--- src/rtl/batt_watch.sv ---
module batt_watch #(
  parameter int unsigned INTERVAL_CYC = 32'd2831155200,
  parameter int unsigned SETTLE_CYC   = 8
) (
  input  logic clk,
  input  logic rst_n,
  input  logic supply_ok,
  input  logic batt_below,
  output logic chk_req,
  output logic bl_pull,
  output logic bl_from_pu
);

  localparam int TW = (INTERVAL_CYC > 1) ? $clog2(INTERVAL_CYC) : 1;
  localparam int SW = (SETTLE_CYC > 1) ? $clog2(SETTLE_CYC + 1) : 1;

  logic          sup_q;
  logic [TW-1:0] tmr;
  logic [SW-1:0] scnt;
  logic          busy;
  logic          kind_pu;

  wire rise  = supply_ok & ~sup_q;
  wire tick  = supply_ok & sup_q & (tmr == TW'(INTERVAL_CYC - 1));
  wire start = rise | tick;
  wire smp   = busy & supply_ok & ~start & (scnt == SW'(SETTLE_CYC - 1));

  always_ff @(posedge clk or negedge rst_n) begin
    if (!rst_n) begin
      sup_q   <= 1'b0;
      chk_req <= 1'b0;
    end else begin
      sup_q   <= supply_ok;
      chk_req <= start;
    end
  end

  always_ff @(posedge clk or negedge rst_n) begin
    if (!rst_n)                tmr <= '0;
    else if (!supply_ok || start) tmr <= '0;
    else                       tmr <= tmr + 1'b1;
  end

  always_ff @(posedge clk or negedge rst_n) begin
    if (!rst_n) begin
      busy    <= 1'b0;
      scnt    <= '0;
      kind_pu <= 1'b0;
    end else if (!supply_ok) begin
      busy    <= 1'b0;
      scnt    <= '0;
    end else if (start) begin
      busy    <= 1'b1;
      scnt    <= '0;
      kind_pu <= rise;
    end else if (smp) begin
      busy    <= 1'b0;
    end else if (busy) begin
      scnt    <= scnt + 1'b1;
    end
  end

  always_ff @(posedge clk or negedge rst_n) begin
    if (!rst_n) begin
      bl_pull    <= 1'b0;
      bl_from_pu <= 1'b0;
    end else if (smp) begin
      bl_pull    <= batt_below;
      bl_from_pu <= batt_below & kind_pu;
    end
  end

  p_strobe_single_r2: assert property (@(posedge clk) disable iff (!rst_n)
    chk_req |=> !chk_req);

  p_rise_strobes_r2: assert property (@(posedge clk) disable iff (!rst_n)
    (supply_ok && !sup_q) |=> chk_req);

  p_quiet_unpowered_r4: assert property (@(posedge clk) disable iff (!rst_n)
    !supply_ok |=> !chk_req);

  p_timer_cleared_r4: assert property (@(posedge clk) disable iff (!rst_n)
    !supply_ok |=> (tmr == '0));

  p_hold_between_r6: assert property (@(posedge clk) disable iff (!rst_n)
    !smp |=> ($stable(bl_pull) && $stable(bl_from_pu)));

  p_abort_keeps_r9: assert property (@(posedge clk) disable iff (!rst_n)
    !supply_ok |=> !busy);

  p_src_needs_low_r8: assert property (@(posedge clk) disable iff (!rst_n)
    bl_from_pu |-> bl_pull);

endmodule

--- config.mk ---
export PLATFORM = sky130hd
export DESIGN_NAME = batt_watch
export DESIGN_NICKNAME = d
export VERILOG_FILES = /design/src/rtl/batt_watch.sv
export SDC_FILE = /design/constraint.sdc
export NUM_CORES = 1
export LEC_CHECK = 0
export ABC_CLOCK_PERIOD_IN_PS = 4000
export BUFFER_PORTS_ARGS = -buffer_cell sky130_fd_sc_hd__buf_2
export CORE_ASPECT_RATIO = 1.5
export CORE_MARGIN = 2
export CORE_UTILIZATION = 40
export CTS_CLUSTER_DIAMETER = 50
export DETAILED_ROUTE_END_ITERATION = 10
export PLACE_DENSITY = 0.55
export SLEW_MARGIN = 5
export SYNTH_ARGS = -nofsm -noshare
export SYNTH_HDL_FRONTEND = slang
export SYNTH_SLANG_ARGS = --single-unit
--- constraint.sdc ---
create_clock -name clk -period 4 [get_ports clk]
set_input_delay 0.6 -clock clk [delete_from_list [all_inputs] [get_ports clk]]
set_output_delay 0.6 -clock clk [all_outputs]
set_load 0.1 [all_outputs]
* After elaboration in Yosys (flattened, before gate mapping) *
Index checks and enable logic that the tools add are counted.

storage, ports and cells
  register bits after elaboration = 42
  bits of input ports = 4
  output and inout bits = 3
  logic and storage cells = 37

cells by class
  $add $sub $neg = 2
  equality and inequality tests = 5
  multiplexer cells = 8
  bitwise gates (word level) = 10
  reductions and logical operators = 4

operators by type and width
  cell                   number
  $add 32x1->32 const B  1
  $eq 32x32->1 const B   1
  $mux 32                1
  $mux 4                 4
  $and 1x1->1            7
  $ne 3x1->1 const B     2
  $add 4x1->4 const B    1
  $eq 4x3->1 const B     1
  $reduce_and 2->1       2
  $mux 1                 3
  $ne 3x3->1 const B     1
  $not 1->1              2
  $logic_not 1->1        1
  $logic_or 1x1->1       1
  $or 1x1->1             1

* Depth between registers and ports, before layout *
  depth in word-level cells = 9
  gate-level depth with buffers = 7
  gate-level depth less buffers = 6

* Worst setup path after synthesis *
No wires, ideal clock.

  path kind = reg-to-reg
  start = reg tmr[22]
  end = reg bl_pull
  arrival = 1.731 ns
  data required time = 3.874 ns
  setup slack = 2.143 ns
  stages on the path, launching flop included = 6
  clock period less this slack = 1.857 ns
  cell sequence = dfrtp_1 -> or4b_1 -> nor3_2 -> nand3_2 -> nor3b_4 -> mux2_4

between the ends
  cells in the longest elaborated chain, start to end = 6

RTL lines
  element                    line  source
  start: declaration         18    logic [TW-1:0] tmr;
  start signal: assignment   41    else tmr <= tmr + 1'b1;
  $eq 32x32->1               24    wire tick = supply_ok & sup_q & (tmr == TW'(INTERVAL_CYC - 1));
  $and 1x1->1                24
  $or 1x1->1                 25    wire start = rise | tick;
  $not 1->1                  26    wire smp = busy & supply_ok & ~start & (scnt == SW'(SETTLE_CYC - 1));
  $and 1x1->1 (2 in series)  26
  end signal: assignment     68    bl_pull <= batt_below;
  end: declaration           10    output logic bl_pull,

No other way between the ends.
A chain may end at the register's enable or synchronous reset.

* Worst setup path in the final report *
  start = reg tmr[0]
  end = reg tmr[5]

between the ends
  cells in the longest elaborated chain, start to end = 5
  elaborated cells on any way between the ends = 6

RTL lines
  element                                                                line  source
  parallel branches: the longest is 4 deep, another holds $add 32x1->32  --
  $mux 32 (*)                                                            40    else if (!supply_ok || start) tmr <= '0;

Mark *: on every way between the ends.

==> load_flow_metrics.sql <==
INSERT INTO impl_metrics (metric_group, metric, value, unit) VALUES
('status', 'outcome', 'finished clean', ''),
('routing', 'detail-route-antenna-nets', '0', ''),
('setup_path', 'timing.critical_path.max_delay_family', 'simple AND/OR/NAND/NOR gates', ''),
('setup_path', 'cp_data_required_time', '4.14', 'ns'),
('global_route', 'largest_net_degree_at_the_start_of_global_routing', '43', ''),
('clock_tree', 'cts.path.max_buffers', '2', ''),
('placed_design', 'finalWeightedCongestion', '0.8147', ''),
('synth', 'yosysUniqueCellTypes', '32', ''),
('timing', 'fmaxAchievable', '0.4621', 'GHz'),
('layout', 'drive_gt1_share', '12.04', '%'),
('layout', 'diodes', '0', ''),
('placed_design', 'place_inst', '276', ''),
('setup_path', 'crit_top_cell', 'nand3_2', ''),
('global_route', 'number_of_antenna_violations_at_the_first_check_in_global_routing', '0', ''),
('power', 'leakage', '1.001', 'nW'),
('setup_path', 'worst-r2r-cell-count', '6', ''),
('timing', 'worstMarginPinSlew', '0.9327', 'ns'),
('synth', 'synth_seq_area_share', '49.85', '%'),
('global_route', 'gr-total-overflow', '0', ''),
('setup_path', 'worst_setup_slack_for_register_to_register_paths', '1.84', 'ns'),
('clock_tree', 'root_buffer', 'clkbuf_8', ''),
('timing', 'finalClockSkew', '0.005929', 'ns'),
('setup_path', 'crit_chain', 'ha_1 -> inv_1 -> nor4_4 -> nand3_2 -> nand3_2 -> nor2_1', ''),
('power', 'cellPowerDensity', '322.7', 'nW/um^2'),
('synth', 'post-synth-top-area-fraction', '49.85', '%'),
('synth', 'synth.top_cells.by_area', 'dfrtp_1 (50%), xor2_1 (9.1%), nor2_1 (7.1%)', ''),
('power', 'vdd_ir_drop_max', '0.1735', 'mV'),
('routing', 'first_iter_violations', '47', ''),
('routing', 'drc_errors', '0', ''),
('synth', 'ys_top_cells_by_count', 'dfrtp_1 (42), nor2_1 (40), xor2_1 (22)', ''),
('placed_design', 'place.detailed.hpwl', '2558', 'um'),
('placed_design', 'post-place-ws', '1.783', 'ns'),
('placed_design', 'buffer_ports.inserted', '6', ''),
('clock_tree', 'holdBufCountCts', '0', ''),
('timing', 'timing.final.max_slew_violations', '0', ''),
('setup_path', 'rr_startpoint', 'tmr[0]', ''),
('setup_path', 'worst-path-buf-inv', '1', ''),
('clock_tree', 'clock_sinks', '42', ''),
('clock_tree', 'cts_resized', '0', ''),
('min_path', 'hold_crit_path_type', 'in2async', ''),
('clock_tree', 'worstSkewPairLatency', '0.29', 'ns'),
('synth', 'synth_area_per_cell', '10.23', 'um^2'),
('layout', 'area_added_between_synthesis_and_finish', '8.902', '%'),
('synth', 'synthesis.yosys.warnings', '0', ''),
('setup_path', 'worst_path_cell_with_the_longest_stage_delay', 'nand3_2', ''),
('power', 'clock_power_share', '38.3', '%'),
('synth', 'cell_count_after_synthesis', '206', ''),
('setup_path', 'critical_path.max_stage_delay', '0.52', 'ns'),
('routing', 'via_per_inst', '5.074', ''),
('global_route', 'grt_first_pass_wirelength', '6927', 'um'),
('timing', 'final_period_minus_worst_setup_slack', '2.164', 'ns'),
('die', 'die_w', '63.28', 'um'),
('power', 'combinationalPowerShare', '3.6', '%'),
('die', 'fp.dieH', '92.92', 'um'),
('timing', 'setup_tns_final', '0', 'ns'),
('routing', 'detail_route.wirelength', '3906', 'um'),
('die', 'initial_core_util', '41.14', '%'),
('job', 'count_of_max_cap_constraint_violations', '0', ''),
('setup_path', 'worstSetupStartpoint', 'tmr[0]', ''),
('timing', 'final-hold-violation-count', '0', ''),
('setup_path', 'timing.rr.end', 'tmr[5]', ''),
('clock_tree', 'clock_tree.htree_level_count', '2', ''),
('synth', 'post_synth_edffs', '0', ''),
('power', 'net-switching-power', '0.1699', 'mW'),
('timing', 'final_min_period_over_clock_period', '54.10', '%'),
('power', 'sw_frac_of_total', '22.93', '%'),
('timing', 'report.final.setup_viol', '0', ''),
('timing', 'finalWorstSetupSlack', '1.836', 'ns'),
('clock_tree', 'postCtsSetupRepairBufs', '0', ''),
('synth', 'postSynth.asyncResetShare', '100.0', '%'),
('synth', 'synthDominantAreaCellType', 'dfrtp_1', '');
[worst max path at each step]
stage                   end  slack [ns]  cells past startpoint
floorplan           bl_pull        2.14                      5
global placement    tmr[31]        1.84                      5
detailed placement  tmr[18]        1.78                      6
CTS                  tmr[5]        1.78                      6
global route        tmr[18]        1.59                      6
finish               tmr[5]        1.84                      6
[layout make-up]
class,count,area (um^2)
sequential,42,1051
multi-input combinational,153,1012
clock buffer,7,86.33
timing repair buffer,6,30.03
fill,530,2829
clock inverter,1,5.005
inverter,7,26.28
tap,68,85.08
[registers in the layout, indices dropped and copies added, names as in the netlist]
name and count:
chk_req 1, busy 1, bl_from_pu 1, scnt 4, tmr 32, sup_q 1
kind_pu 1, bl_pull 1
[worst register-to-register path, cell delays in order, from the launching register on]
cell and delay [ns]:
dfrtp_1 0.39, ha_1 0.30, inv_1 0.13, nor4_4 0.35, nand3_2 0.18, nand3_2 0.52
nor2_1 0.15
[layout by cell type (no fill, tap or decap)]
cell and count:
nand3b_1 1, or3_1 2, nand3_1 16, nor3_2 1
nor2_1 40, clkbuf_1 1, nand4_4 1, clkbuf_8 6
clkinv_2 1, a21oi_1 2, nand4bb_1 1, nor4_1 1
or4b_1 1, mux2_4 1, inv_1 7, nand3_2 2
and4_1 3, o21ai_0 2, xor2_1 22, mux2i_1 2
nand4b_1 1, xnor2_1 9, buf_2 6, nor4_2 2
nand4_2 1, ha_1 2, dfrtp_1 42, nand2_1 19
nand4_1 11, nor3_1 2, and3_1 3, and3_2 1
nor4_4 3, nor3b_4 1
[power by group through the flow]
| stage | Combinational (mW) | Clock, mW | Sequential, mW |
|---|---|---|---|
| 2_1_floorplan | 0.0107 | 0 | 0.442 |
| 3_3_place_gp | 0.0285 | 0 | 0.439 |
| 3_5_place_dp | 0.0284 | 0 | 0.439 |
| 4_1_cts | 0.0285 | 0.292 | 0.430 |
| 5_1_grt | 0.0311 | 0.308 | 0.431 |
| 6_report | 0.0269 | 0.284 | 0.431 |
[per-layer routing]
layer	track usage [%]	share of wire [%]	up-vias
met5	0	0	-
li1	-	-	715
met2	26.60	51	7
met4	5.978	1.5	0
met1	17.97	46	713
met3	2.552	1.6	6
[cells by family (layout without fill, tap and decap cells)]
group	after synthesis	in the layout	synth area share (%)
simple gates	113	113	31.34
compound gates	4	4	0.9496
flops	42	42	49.85
buf+inv	11	21	2.136
xor+xnor	31	31	12.88
mux	3	3	1.662
fa+ha+maj	2	2	1.187
[metrics by stage]
step / hold WS [ns] / power [mW]
after global routing: 0.4860 / 0.7707
after CTS: 0.4883 / 0.7511
after detailed placement: 0.4723 / 0.4674
after floorplan: 0.3044 / 0.4529
final: 0.4399 / 0.7410
after global placement: 0.4578 / 0.4673
Note: power is estimated with default switching activity, not from simulation.
